===== config.mk =====
export PLATFORM = sky130hd
export DESIGN_NAME = full_cycle_sig
export DESIGN_NICKNAME = d
export VERILOG_FILES = /design/src/rtl/fcs_pkg.sv /design/src/rtl/fcs_fold_next.sv /design/src/rtl/fcs_unload_ctl.sv /design/src/rtl/full_cycle_sig.sv
export SDC_FILE = /design/constraint.sdc
export NUM_CORES = 1
export LEC_CHECK = 0
export BUFFER_PORTS_ARGS = -buffer_cell sky130_fd_sc_hd__buf_2
export CORE_ASPECT_RATIO = 1.1
export CORE_MARGIN = 10
export CORE_UTILIZATION = 25
export CTS_CLUSTER_DIAMETER = 30
export DETAILED_ROUTE_END_ITERATION = 10
export GPL_ROUTABILITY_DRIVEN = 0
export SLEW_MARGIN = 25
export SYNTH_ARGS = -nofsm -noshare
export SYNTH_HDL_FRONTEND = slang
export SYNTH_SLANG_ARGS = --single-unit

===== constraint.sdc =====
create_clock -name clk -period 1.2 [get_ports clk]
set_input_delay 0.12 -clock clk [delete_from_list [all_inputs] [get_ports clk]]
set_output_delay 0.12 -clock clk [all_outputs]
set_load 0.05 [all_outputs]

===== src/rtl/fcs_pkg.sv =====
`timescale 1ns/1ps
package fcs_pkg;
  typedef enum logic [2:0] {
    OP_HOLD,
    OP_CLEAR,
    OP_LOAD,
    OP_SHIFT,
    OP_ARM,
    OP_FOLD
  } fcs_op_e;
endpackage


===== src/rtl/fcs_fold_next.sv =====
`timescale 1ns/1ps
module fcs_fold_next #(
  parameter int W = 4,
  parameter logic [W-1:0] TAPS = 4'b1001
) (
  input  logic [W-1:0] cur,
  input  logic         din,
  output logic [W-1:0] nxt
);
  localparam int LOW = W - 1;

  logic [W-1:0] tapped;
  logic         tap_par;
  logic         low_zero;
  logic         fb;

  // per-bit tap gating
  for (genvar i = 0; i < W; i++) begin : g_tap
    assign tapped[i] = cur[i] & TAPS[i];
  end

  assign tap_par  = ^tapped;
  // closes the cycle through the all-zero code
  assign low_zero = (cur[LOW-1:0] == '0);
  assign fb       = tap_par ^ din ^ low_zero;
  assign nxt      = {cur[W-2:0], fb};
endmodule


===== src/rtl/fcs_unload_ctl.sv =====
`timescale 1ns/1ps
module fcs_unload_ctl
  import fcs_pkg::*;
#(
  parameter int W = 4
) (
  input  logic    clk,
  input  logic    rst,
  input  logic    clr,
  input  logic    load,
  input  logic    en,
  input  logic    unload,
  output fcs_op_e op,
  output logic    busy
);
  localparam int CW = $clog2(W + 1);
  localparam logic [CW-1:0] FULL = CW'(W);

  logic [CW-1:0] left_q;

  always_comb begin
    if (clr)                 op = OP_CLEAR;
    else if (load)           op = OP_LOAD;
    else if (left_q != '0)   op = OP_SHIFT;
    else if (unload)         op = OP_ARM;
    else if (en)             op = OP_FOLD;
    else                     op = OP_HOLD;
  end

  always_ff @(posedge clk) begin
    if (rst) begin
      left_q <= '0;
    end else begin
      case (op)
        OP_CLEAR, OP_LOAD: left_q <= '0;
        OP_SHIFT:          left_q <= left_q - 1'b1;
        OP_ARM:            left_q <= FULL;
        default:           left_q <= left_q;
      endcase
    end
  end

  assign busy = (left_q != '0);


  rearm_ignored_chk: assert property (@(posedge clk) disable iff (rst)
    (busy && !clr && !load) |=> (left_q == $past(left_q) - 1'b1));


  arm_len_chk: assert property (@(posedge clk) disable iff (rst)
    (!busy && unload && !clr && !load) |=> (left_q == FULL));
endmodule


===== src/rtl/full_cycle_sig.sv =====
`timescale 1ns/1ps
module full_cycle_sig
  import fcs_pkg::*;
#(
  parameter int W = 4,
  parameter logic [W-1:0] TAPS = 4'b1001
) (
  input  logic         clk,
  input  logic         rst,
  input  logic         clr,
  input  logic         load,
  input  logic [W-1:0] seed,
  input  logic         en,
  input  logic         din,
  input  logic         unload,
  input  logic [W-1:0] golden,
  output logic [W-1:0] sig,
  output logic         ser_out,
  output logic         ser_valid,
  output logic         match
);
  fcs_op_e      op;
  logic         busy;
  logic [W-1:0] sig_q;
  logic [W-1:0] fold_nxt;

  fcs_unload_ctl #(.W(W)) u_ctl (
    .clk    (clk),
    .rst    (rst),
    .clr    (clr),
    .load   (load),
    .en     (en),
    .unload (unload),
    .op     (op),
    .busy   (busy)
  );

  fcs_fold_next #(.W(W), .TAPS(TAPS)) u_fold (
    .cur (sig_q),
    .din (din),
    .nxt (fold_nxt)
  );

  always_ff @(posedge clk) begin
    if (rst) begin
      sig_q <= '0;
    end else begin
      case (op)
        OP_CLEAR: sig_q <= '0;
        OP_LOAD:  sig_q <= seed;
        OP_SHIFT: sig_q <= {sig_q[W-2:0], 1'b0};
        OP_FOLD:  sig_q <= fold_nxt;
        default:  sig_q <= sig_q;
      endcase
    end
  end

  assign sig       = sig_q;
  assign ser_out   = sig_q[W-1];
  assign ser_valid = busy;
  assign match     = (sig_q == golden);


  clear_wins_chk: assert property (@(posedge clk) disable iff (rst)
    clr |=> (sig == '0 && !ser_valid));


  seed_load_chk: assert property (@(posedge clk) disable iff (rst)
    (!clr && load) |=> (sig == $past(seed)));


  idle_hold_chk: assert property (@(posedge clk) disable iff (rst)
    (!clr && !load && !ser_valid && !unload && !en) |=> $stable(sig));


  unload_shift_chk: assert property (@(posedge clk) disable iff (rst)
    (ser_valid && !clr && !load) |=> (sig == {$past(sig[W-2:0]), 1'b0}));


  zero_wrap_chk: assert property (@(posedge clk) disable iff (rst)
    (!clr && !load && !ser_valid && !unload && en && !din && sig == '0)
      |=> (sig == W'(1)));
endmodule


==> impl_summary.txt, run 1 <==
----------------------------------------------------
[Yosys]
  Fraction of the mapped netlist area in compound gates ... 24.65%
  Synthesized area divided by synthesized cell count ... 9.218 sq um
  Register bit count reported by yosys ... 7
  Synth Warn # ... 0
  Post-synthesis instance area ... 451.7 sq um
  Adder and majority gate portion of the synthesized area ... 5.540%
  Number of library cell types mapped by synthesis ... 22
  Sequential-to-total area share from yosys stat ... 31.02%
  Cell accounting for the most synthesized area ... sky130_fd_sc_hd__dfxtp_1
  Share of synthesized area spent on multiplexers ... 2.493%
  Synthesized netlist net count ... 66
  Area fraction in and, or, nand and nor cells after synthesis ... 20.50%
  Parity-gate share of the synthesized area counting xor and xnor cells ... 11.63%
  Combinational family with the most area after synthesis ... compound AO/OA/AOI/OAI gates
  Top cells by area in the synthesized netlist ... sky130_fd_sc_hd__dfxtp_1, sky130_fd_sc_hd__xor2_1, sky130_fd_sc_hd__a32oi_1
  Synth Instances ... 49
  Area share of the leading cell type in the synthesized netlist ... 31.02%

[Timing]
  Maximum achievable frequency ... 0.7474 GHz
  Final-layout worst hold slack ... 0.09053 ns
  Sum of negative setup slack ... -0.5803 ns
  Post-route worst setup slack ... -0.1379 ns
  Post-route minimum period ... 1.338 ns
  Transition at the pin with the smallest max-transition slack ... 0.4212 ns
  Number of setup violations in the final report ... 7
  Max_slew headroom ... 71.71%
  Final number of hold-violating endpoints ... 0
  Clk_skew ... 0.001805 ns
  RSZ-0062 raised after global routing ... true
  Fin. max-slew vios ... 0
  Period utilisation layout ... 111.5%

[Drt]
  Routed wire per std cell ... 13.71 microns
  Routed vias ... 503
  Number of search-and-repair iterations in the first detailed-routing pass ... 1
  Residual DRC count ... 0
  Residual antenna-violating net count after detailed routing ... 0
  Violation count after the first detailed-routing iteration ... 0
  Total wire length after detailed routing ... 1.357 mm
  Vias/cell ... 5.081

[Setup path]
  Startpoint-to-endpoint class of the critical path ... reg2out
  CP arrival ... 1.22 ns
  Stage delay of the slowest cell on the critical path ... 0.34 ns
  CP cell instances ... xor2_2 -> nor4_4 -> buf_6
  Family of cells with the greatest summed delay on the critical path ... flip-flops
  Buffer and inverter count on the worst path ... 1
  Type of element capturing the critical path ... output port
  Type of element launching the critical path ... flop
  Maximum fanout along the worst path ... 2
  Worst path required time ... 1.08 ns
  Critical-path top delay cell ... sky130_fd_sc_hd__dfxtp_4

[Clock tree]
  Count of clock tree sinks ... 7
  Later-pin clock latency in the skew report ... 0.25 ns
  TritonCTS buffer count ... 3
  CTS tree ... built
  Post-CTS Hold Buffers ... 0
  Reg clk slew, reported paths ... 0.05 ns
  Max Buffers Root-to-Sink ... 2
  Clock root buffer ... sky130_fd_sc_hd__clkbuf_4
  CTS H-Tree Depth ... 1

[Outcome]
  Violations in the final reports ... negative setup slack
  Run status ... finished with violations

[Floorplan]
  Core outline area ... 1742 sq um
  Die height ... 64.58 microns
  Area of the die ... 3909 sq um
  Chip width ... 60.53 microns
  I/O Pins ... 22
  Row Count ... 16
  Effective utilization at floorplan ... 25.93%

[Place]
  Port bufs ... 21
  Half-perimeter wire length after placement ... 1.085 mm
  Post-placement cell area ... 644.4 sq um

[Final layout]
  Area taken by flip-flops and latches ... 156.4 sq um
  Antenna Cells ... 0
  Fill cell total of the finished layout ... 173
  Syn-to-layout area delta ... 74.52%
  Summed area of non-filler cells in the final layout ... 788.3 sq um
  Share of layout cells above drive strength 1 ... 61.73%
  Total area of multi-input combinational cells ... 381.6 sq um
  Most frequent standard cell in the layout excluding fill and tap cells ... sky130_fd_sc_hd__buf_2
  Most frequent cells in the layout ... sky130_fd_sc_hd__buf_2, sky130_fd_sc_hd__buf_4, sky130_fd_sc_hd__a32oi_1, sky130_fd_sc_hd__dfxtp_4
  Layout net count ... 99

[Power]
  Total power ... 0.6326 mW
  Leakage power ... 0.3499 nW
  Peak supply drop ... 612.2 uV
  Ratio of total power to cell area ... 802.5 nW/um^2

[GRT]
  Wire length of the first global-routing pass ... 2.083 mm
  GRT Total Usage ... 6.903%
  Vias in the first global route ... 521
  Number of antenna violations at the first check in global routing ... 0
  Largest net degree at the start of global routing ... 7
  Remaining global-route overflow ... 0

[Worst hold path]
  Class of the tightest hold or removal check ... in2reg

[Run]
  Number of maximum-capacitance violations ... 0

----------------------------------------------------
==> power by group <==
| part | internal (mW) | switching, mW |
|---|---|---|
| combinational | 0.0740 | 0.0980 |
| clock | 0.127 | 0.0898 |
| sequential | 0.234 | 0.00951 |
| total | 0.435 | 0.197 |
==> layout make-up <==
| class | count | share of cell area, % |
|---|---|---|
| clock buffer | 4 | 3.333 |
| inverter | 3 | 2.063 |
| multi-input combinational | 38 | 48.41 |
| sequential | 7 | 19.84 |
| tap | 18 | 2.857 |
| timing repair buffer | 29 | 23.49 |
==> cell usage after synthesis (all sizes together) <==
cell type,instances
o21bai,1
o211a,1
xor2,5
mux2,1
inv,3
ha,2
o21a,2
nor2,3
nand2b,1
dfxtp,7
nor4,1
nand3b,1
nand2,1
buf,1
nor3,3
nor2b,3
xnor2,1
nor4b,1
o22ai,1
a32oi,4
o211ai,3
a21oi,3
==> timing repair <==
item,CTS,global route
setup buffers,5,1
pin swaps,10,3
endpoints found under the hold margin,0,0
resized for setup,15,0
endpoints found under the setup margin,7,7
==> state kept, by name (all words and copies together) (netlist names) <==
signal        flops
u_ctl.left_q      3
sig               4
==> layer usage <==
metal | global-route usage [%] | part of all wire, % | wire, microns
met1 | 6.340 | 38 | 518
met2 | 11.73 | 51 | 691
met3 | 5.263 | 11 | 146
met5 | 0 | 0 | 0
met4 | 1.648 | 0 | 0
==> final timing paths <==
check,startpoint,slack [ns],end,depth (start not counted)
min reg2reg,u_ctl.left_q[0],0.54,u_ctl.left_q[0],2
min,rst,0.09,sig[3],2
max,sig[2],-0.14,match,3
max reg2reg,u_ctl.left_q[0],-0.12,u_ctl.left_q[2],6
==> logic make-up after synthesis <==
kind of cell | after synthesis
AO/OA/AOI/OAI | 15
XOR/XNOR | 6
adder cells (fa/ha/maj) | 2
buffers and inverters | 4
flip-flops | 7
multiplexers | 1
AND/OR/NAND/NOR | 14
==> per-stage QoR <==
step	utilization (%)	cells	worst slack, ns
final	45.26	99	-0.1379
after global placement	37.00	89	-0.04266
after floorplan	-	49	-0.1633
after global routing	45.26	99	-0.1986
after CTS	44.83	98	-0.1498
after detailed placement	37.00	89	-0.07013
Note: power is estimated with default switching activity, not from simulation.
==> run 2: changes to the inputs <==
--- a/config.mk
+++ b/config.mk
@@ -12,6 +12,8 @@
 export CTS_CLUSTER_DIAMETER = 30
 export DETAILED_ROUTE_END_ITERATION = 10
 export GPL_ROUTABILITY_DRIVEN = 0
+export PLACE_DENSITY = 0.61
+export REMOVE_ABC_BUFFERS = 1
 export SLEW_MARGIN = 25
 export SYNTH_ARGS = -nofsm -noshare
 export SYNTH_HDL_FRONTEND = slang
==> run 2 against run 1 <==
The run still ends with negative setup slack left. Largest cell class unchanged. Global-route usage is 0.26 points higher. Critical endpoint unchanged. Via count up 0.80%. Clock power barely moved. Sequential power about the same. Wire length rose by 6.7%. Worst hold slack improved by 0.0011 ns. Sequential share of layout area down 0.60 points. Combinational power shrank 2%.
==> impl_summary.txt, run 2 (synthesized netlist as in run 1, its figures left out) <==
----------------------------------------------------
[Place]
  Port bufs ... 21 (unchanged)
  Cell Count Post-Placement ... 95 (+6.7%)
  Half-perimeter wire length after placement ... 1.083 mm (-0.15%)
  Worst slack at placement ... -0.08626 ns (-0.01613 ns)

[Floorplan]
  Chip width ... 60.53 microns (unchanged)
  Row Count ... 16 (unchanged)
  Die height ... 64.58 microns (unchanged)
  Area of the die ... 3909 sq um (unchanged)
  Core outline area ... 1742 sq um (unchanged)
  I/O Pins ... 22 (unchanged)
  Effective utilization at floorplan ... 25.93% (unchanged)

[Timing]
  Post-route minimum period ... 1.336 ns (-0.002295 ns)
  Number of setup violations in the final report ... 7 (unchanged)
  Final number of hold-violating endpoints ... 0 (unchanged)
  Post-route worst setup slack ... -0.1356 ns (+0.002295 ns)
  Clk_skew ... 0.004171 ns (+0.002366 ns)
  Fin. max-slew vios ... 0 (unchanged)
  Period utilisation layout ... 111.3% (-0.19 points)
  Final-layout worst hold slack ... 0.09167 ns (+0.001134 ns)
  Max_slew headroom ... 76.59% (+4.9 points)
  RSZ-0062 raised after global routing ... true
  Maximum achievable frequency ... 0.7487 GHz (+0.17%)
  Transition at the pin with the smallest max-transition slack ... 0.3484 ns (-0.07271 ns)
  Sum of negative setup slack ... -0.4402 ns (+0.1401 ns)

[Setup path]
  Buffer and inverter count on the worst path ... 1 (unchanged)
  Family of cells with the greatest summed delay on the critical path ... flip-flops
  CP arrival ... 1.22 ns (about the same)
  Startpoint-to-endpoint class of the critical path ... reg2out
  R2R Setup Slk ... -0.06 ns (+0.06 ns)
  Stage delay of the slowest cell on the critical path ... 0.32 ns (-0.02 ns)
  CP cell instances ... xor2_1 -> nor4_1 -> buf_4
  Critical-path top delay cell ... sky130_fd_sc_hd__dfxtp_2
  Total stage count of the critical path ... 3 (unchanged)
  Maximum fanout along the worst path ... 2 (unchanged)
  Type of element capturing the critical path ... output port
  R2R depth ... 5 (-1)
  Worst path required time ... 1.08 ns (about the same)
  Type of element launching the critical path ... flop

[Drt]
  Total wire length after detailed routing ... 1.448 mm (+6.7%)
  Residual DRC count ... 0 (unchanged)
  Routed vias ... 507 (+0.80%)
  Number of search-and-repair iterations in the first detailed-routing pass ... 4 (+3)
  Residual antenna-violating net count after detailed routing ... 0 (unchanged)
  Routed wire per std cell ... 14.20 microns (+3.6%)
  Vias/cell ... 4.971 (-2.2%)
  Violation count after the first detailed-routing iteration ... 12 (+12)

[Final layout]
  Most frequent standard cell in the layout excluding fill and tap cells ... sky130_fd_sc_hd__buf_2
  Non-filler instance count after layout ... 102 (+3.0%)
  Flip-flop count of the largest register after layout ... 4 (unchanged)
  Share of layout cells above drive strength 1 ... 59.52% (-2.2 points)
  Antenna Cells ... 0 (unchanged)
  Layout net count ... 102 (+3.0%)
  Most frequent cells in the layout ... sky130_fd_sc_hd__buf_2, sky130_fd_sc_hd__buf_4, sky130_fd_sc_hd__xor2_1
  Syn-to-layout area delta ... 67.04%

[Clock tree]
  Count of clock tree sinks ... 7 (unchanged)
  Later-pin clock latency in the skew report ... 0.25 ns (about the same)
  CTS tree ... built
  Max Buffers Root-to-Sink ... 2 (unchanged)
  Post-CTS Hold Buffers ... 0 (unchanged)
  CTS H-Tree Depth ... 1 (unchanged)
  TritonCTS buffer count ... 3 (unchanged)
  Clock root buffer ... sky130_fd_sc_hd__clkbuf_4
  Reg clk slew, reported paths ... 0.05 ns (about the same)

[Power]
  Ratio of total power to cell area ... 840.7 nW/um^2 (+4.8%)
  Leakage power ... 0.3609 nW (+3.1%)
  Peak supply drop ... 477.8 uV (-22%)

[GRT]
  Remaining global-route overflow ... 0 (unchanged)
  GRT Total Usage ... 7.162% (+0.26 points)
  Vias in the first global route ... 485 (-6.9%)
  Wire length of the first global-routing pass ... 2.139 mm (+2.7%)
  Largest net degree at the start of global routing ... 7 (unchanged)
  Number of antenna violations at the first check in global routing ... 0 (unchanged)

[Outcome]
  Run status ... finished with violations
  Violations in the final reports ... negative setup slack

[Worst hold path]
  Class of the tightest hold or removal check ... in2reg
  Hold Path Stages ... 2 (unchanged)

[Run]
  Number of maximum-capacitance violations ... 0 (unchanged)

----------------------------------------------------
[run 2: stage by stage]
stage               utilization [%]  cell area [sq um]  power, mW
global placement              36.28              631.9     0.3944
global route                  43.32              754.5     0.6723
CTS                           42.10              733.2     0.6393
finish                        43.32              754.5     0.6343
floorplan                         -              444.2     0.3332
detailed placement            36.28              631.9     0.3950
[run 2: where the power goes]
group / internal, mW / total [mW] / switching (mW)
clock: 0.127 / 0.220 / 0.0932
combinational: 0.0749 / 0.168 / 0.0932
sequential: 0.240 / 0.246 / 0.00571
total: 0.442 / 0.634 / 0.192
[run 2: path summary, 6_finish.rpt]
check | from | endpoint
worst max-delay path | sig[2] | match
worst min-delay path | rst | sig[2]
worst max register to register | u_ctl.left_q[0] | sig[0]
worst min register to register | u_ctl.left_q[0] | u_ctl.left_q[0]
[run 2: layout make-up]
type | instances | area, sq um
fill | 169 | 987.2
sequential | 7 | 145.1
tap | 18 | 22.52
multi-input combinational | 38 | 337.8
timing repair buffer | 32 | 211.5
inverter | 3 | 11.26
clock buffer | 4 | 26.28
[run 2: routing by layer]
layer	up-vias	share of wire, %	GRT usage, %
met1	224	42	7.761
li1	255	-	-
met3	2	15	4.678
met2	26	42	10.57
met5	-	0	0
met4	0	0.69	3.297
[run 2: timing repair]
item                       CTS  global route
pin swaps                    7             9
resized for setup           17             6
setup endpoints to repair    9             9
buffers inserted             3             1
==> run 3: changes to the inputs <==
--- a/config.mk
+++ b/config.mk
@@ -6,13 +6,12 @@
 export NUM_CORES = 1
 export LEC_CHECK = 0
 export BUFFER_PORTS_ARGS = -buffer_cell sky130_fd_sc_hd__buf_2
-export CORE_ASPECT_RATIO = 1.1
-export CORE_MARGIN = 10
-export CORE_UTILIZATION = 25
+export CORE_AREA = 10 10 47 49
 export CTS_CLUSTER_DIAMETER = 30
 export DETAILED_ROUTE_END_ITERATION = 10
+export DIE_AREA = 0 0 57 59
 export GPL_ROUTABILITY_DRIVEN = 0
-export PLACE_DENSITY = 0.61
+export PLACE_DENSITY = 0.75
 export REMOVE_ABC_BUFFERS = 1
 export SLEW_MARGIN = 25
 export SYNTH_ARGS = -nofsm -noshare
==> run 3 against run 2 <==
Clock power up 3%. Worst setup slack about the same. Sequential share of layout area about the same. Maximum frequency hardly changed. First-iteration DRC count fell by 92%. Highest routed layer unchanged. Die area decreased by 14%. Cell area increased by 1.8%. Sequential power hardly changed. Count of clock-buffer cells in the layout is the same. The flow still finishes with violations (negative setup slack). Wire length up 0.62%. Core utilization is 12 points higher. Clock skew down 0.0011 ns.
==> impl_summary.txt, run 3 (synthesized netlist as in run 1, its figures left out) <==
----------------------------------------------------
[Setup path]
  Type of element launching the critical path ... flop
  R2R Setup Slk ... -0.05 ns (about the same)
  CP arrival ... 1.22 ns (about the same)
  R2R depth ... 5 (unchanged)
  Worst path required time ... 1.08 ns (about the same)
  Reg-to-reg endpoint ... u_ctl.left_q[2]
  Reg2Reg Launch Point ... u_ctl.left_q[0]
  Startpoint-to-endpoint class of the critical path ... reg2out
  Maximum fanout along the worst path ... 2 (unchanged)
  Type of element capturing the critical path ... output port

[Timing]
  Clk_skew ... 0.003043 ns (-0.001128 ns)
  Final-layout worst hold slack ... 0.08856 ns (-0.003106 ns)
  Transition at the pin with the smallest max-transition slack ... 0.3858 ns (+0.03734 ns)
  Maximum achievable frequency ... 0.7489 GHz (about the same)
  Fin. max-slew vios ... 0 (unchanged)
  Number of setup violations in the final report ... 7 (unchanged)
  Max_slew headroom ... 74.08% (-2.5 points)
  Final number of hold-violating endpoints ... 0 (unchanged)
  Period utilisation layout ... 111.3% (about the same)
  RSZ-0062 raised after global routing ... true
  Sum of negative setup slack ... -0.3855 ns (+0.05475 ns)
  Post-route worst setup slack ... -0.1352 ns (+0.0004150 ns)
  Post-route minimum period ... 1.335 ns (-0.0004150 ns)

[Clock tree]
  CTS tree ... built
  Count of clock tree sinks ... 7 (unchanged)
  CTS H-Tree Depth ... 1 (unchanged)
  Reg clk slew, reported paths ... 0.06 ns (about the same)
  Max Buffers Root-to-Sink ... 2 (unchanged)
  Post-CTS Hold Buffers ... 0 (unchanged)
  Clock root buffer ... sky130_fd_sc_hd__clkbuf_4
  TritonCTS buffer count ... 3 (unchanged)
  Later-pin clock latency in the skew report ... 0.26 ns (about the same)

[Final layout]
  Flip-flop count of the largest register after layout ... 4 (unchanged)
  Share of layout cells above drive strength 1 ... 59.30% (-0.22 points)
  Fill cell total of the finished layout ... 144 (-15%)
  Antenna Cells ... 0 (unchanged)
  Most frequent cells in the layout ... sky130_fd_sc_hd__buf_2, sky130_fd_sc_hd__buf_4, sky130_fd_sc_hd__xor2_1
  Area taken by flip-flops and latches ... 147.6 sq um (+1.7%)
  Most frequent standard cell in the layout excluding fill and tap cells ... sky130_fd_sc_hd__buf_2
  Non-filler instance count after layout ... 102 (unchanged)
  Syn-to-layout area delta ... 70.08%
  Layout net count ... 104 (+2.0%)
  Summed area of non-filler cells in the final layout ... 768.2 sq um (+1.8%)
  Total area of multi-input combinational cells ... 341.6 sq um (+1.1%)

[Power]
  Switching share of power ... 31.27% (+0.99 points)
  Leakage power ... 0.3688 nW (+2.2%)
  Ratio of total power to cell area ... 833.1 nW/um^2 (-0.90%)
  NetSw ... 0.2001 mW (+4.2%)
  Peak supply drop ... 721.2 uV (+51%)
  P_int ... 0.4399 mW (-0.52%)
  Reg power frac ... 38.1% (-0.6 points)
  Gate power share ... 26.4% (about the same)
  Share of total power in the clock network ... 35.5% (+0.7 points)

[Outcome]
  Violations in the final reports ... negative setup slack
  Run status ... finished with violations

[Floorplan]
  I/O Pins ... 22 (unchanged)
  Die height ... 59 microns (-8.6%)
  Row Count ... 14 (-2)
  Chip width ... 57 microns (-5.8%)
  Effective utilization at floorplan ... 32.23% (+6.3 points)
  Core outline area ... 1401 sq um (-20%)
  Area of the die ... 3363 sq um (-14%)

[Drt]
  Vias/cell ... 4.961 (-0.20%)
  Residual antenna-violating net count after detailed routing ... 0 (unchanged)
  Routed wire per std cell ... 14.28 microns (+0.62%)
  Number of search-and-repair iterations in the first detailed-routing pass ... 3 (-1)
  Total wire length after detailed routing ... 1.457 mm (+0.62%)
  Routed vias ... 506 (-0.20%)
  Residual DRC count ... 0 (unchanged)
  Violation count after the first detailed-routing iteration ... 1 (-11)

[Worst hold path]
  Hold-critical path endpoint ... sig[2]
  Launch instance of the worst min-delay path ... rst
  Hold Path Stages ... 2 (unchanged)
  Class of the tightest hold or removal check ... in2reg

[Place]
  Port bufs ... 21 (unchanged)
  Half-perimeter wire length after placement ... 1.100 mm (+1.5%)
  Cell Count Post-Placement ... 94 (-1.1%)
  Worst slack at placement ... -0.09987 ns (-0.01361 ns)
  Post-placement cell area ... 636.9 sq um (+0.79%)

[Run]
  Number of maximum-capacitance violations ... 0 (unchanged)

[GRT]
  Largest net degree at the start of global routing ... 7 (unchanged)
  Number of antenna violations at the first check in global routing ... 0 (unchanged)
  Vias in the first global route ... 554 (+14%)
  Remaining global-route overflow ... 0 (unchanged)
  GRT Total Usage ... 8.949% (+1.8 points)
  Wire length of the first global-routing pass ... 2.387 mm (+12%)

----------------------------------------------------
==> run 3: cell type report <==
class	instances	share of cell area, %
Clock buffer	4	3.420
Inverter	3	1.466
Multi-Input combinational cell	38	44.46
Sequential cell	7	19.22
Tap cell	16	2.606
Timing Repair Buffer	34	28.83
==> run 3: how the worst max path moves through the flow <==
stage	startpoint	endpoint	depth (start not counted)
after global placement	u_ctl.left_q[0]	u_ctl.left_q[2]	5
after CTS	sig[2]	match	3
after floorplan	sig[3]	match	2
after global routing	sig[1]	match	3
after detailed placement	u_ctl.left_q[0]	sig[0]	5
final	sig[1]	match	3
==> run 3: what timing repair did <==
action	in CTS	in global routing
setup endpoints to repair	9	9
hold endpoints to repair	0	0
gates cloned	0	0
gates resized for setup	18	5
pin swaps	14	5
setup buffers	3	1
==> run 3: per-stage QoR <==
step | power [mW] | utilization [%]
after floorplan | 0.3332 | -
after detailed placement | 0.3962 | 45.45
after CTS | 0.6296 | 52.86
after global routing | 0.6647 | 54.82
after global placement | 0.3925 | 45.45
final | 0.6400 | 54.82
==> run 3: metal layers <==
layer  share of wire (%)  vias up  track usage [%]
met5                   0        -                0
li1                    -      258                -
met4                 2.1        0            6.040
met1                  41      224            8.313
met3                  10        4            4.506
met2                  47       20            15.19
==> run 3: power by group through the flow <==
stage | Clock [mW] | Combinational, mW | Sequential, mW
finish | 0.227 | 0.169 | 0.244
detailed placement | 0 | 0.146 | 0.250
CTS | 0.223 | 0.163 | 0.244
global placement | 0 | 0.143 | 0.250
global route | 0.239 | 0.181 | 0.244
floorplan | 0 | 0.0606 | 0.273
==> run 3: worst max-delay path, stage by stage, from the launching register on <==
cell and delay (ns):
sky130_fd_sc_hd__dfxtp_2 0.32, sky130_fd_sc_hd__xor2_1 0.13, sky130_fd_sc_hd__nor4_1 0.26, sky130_fd_sc_hd__buf_4 0.24
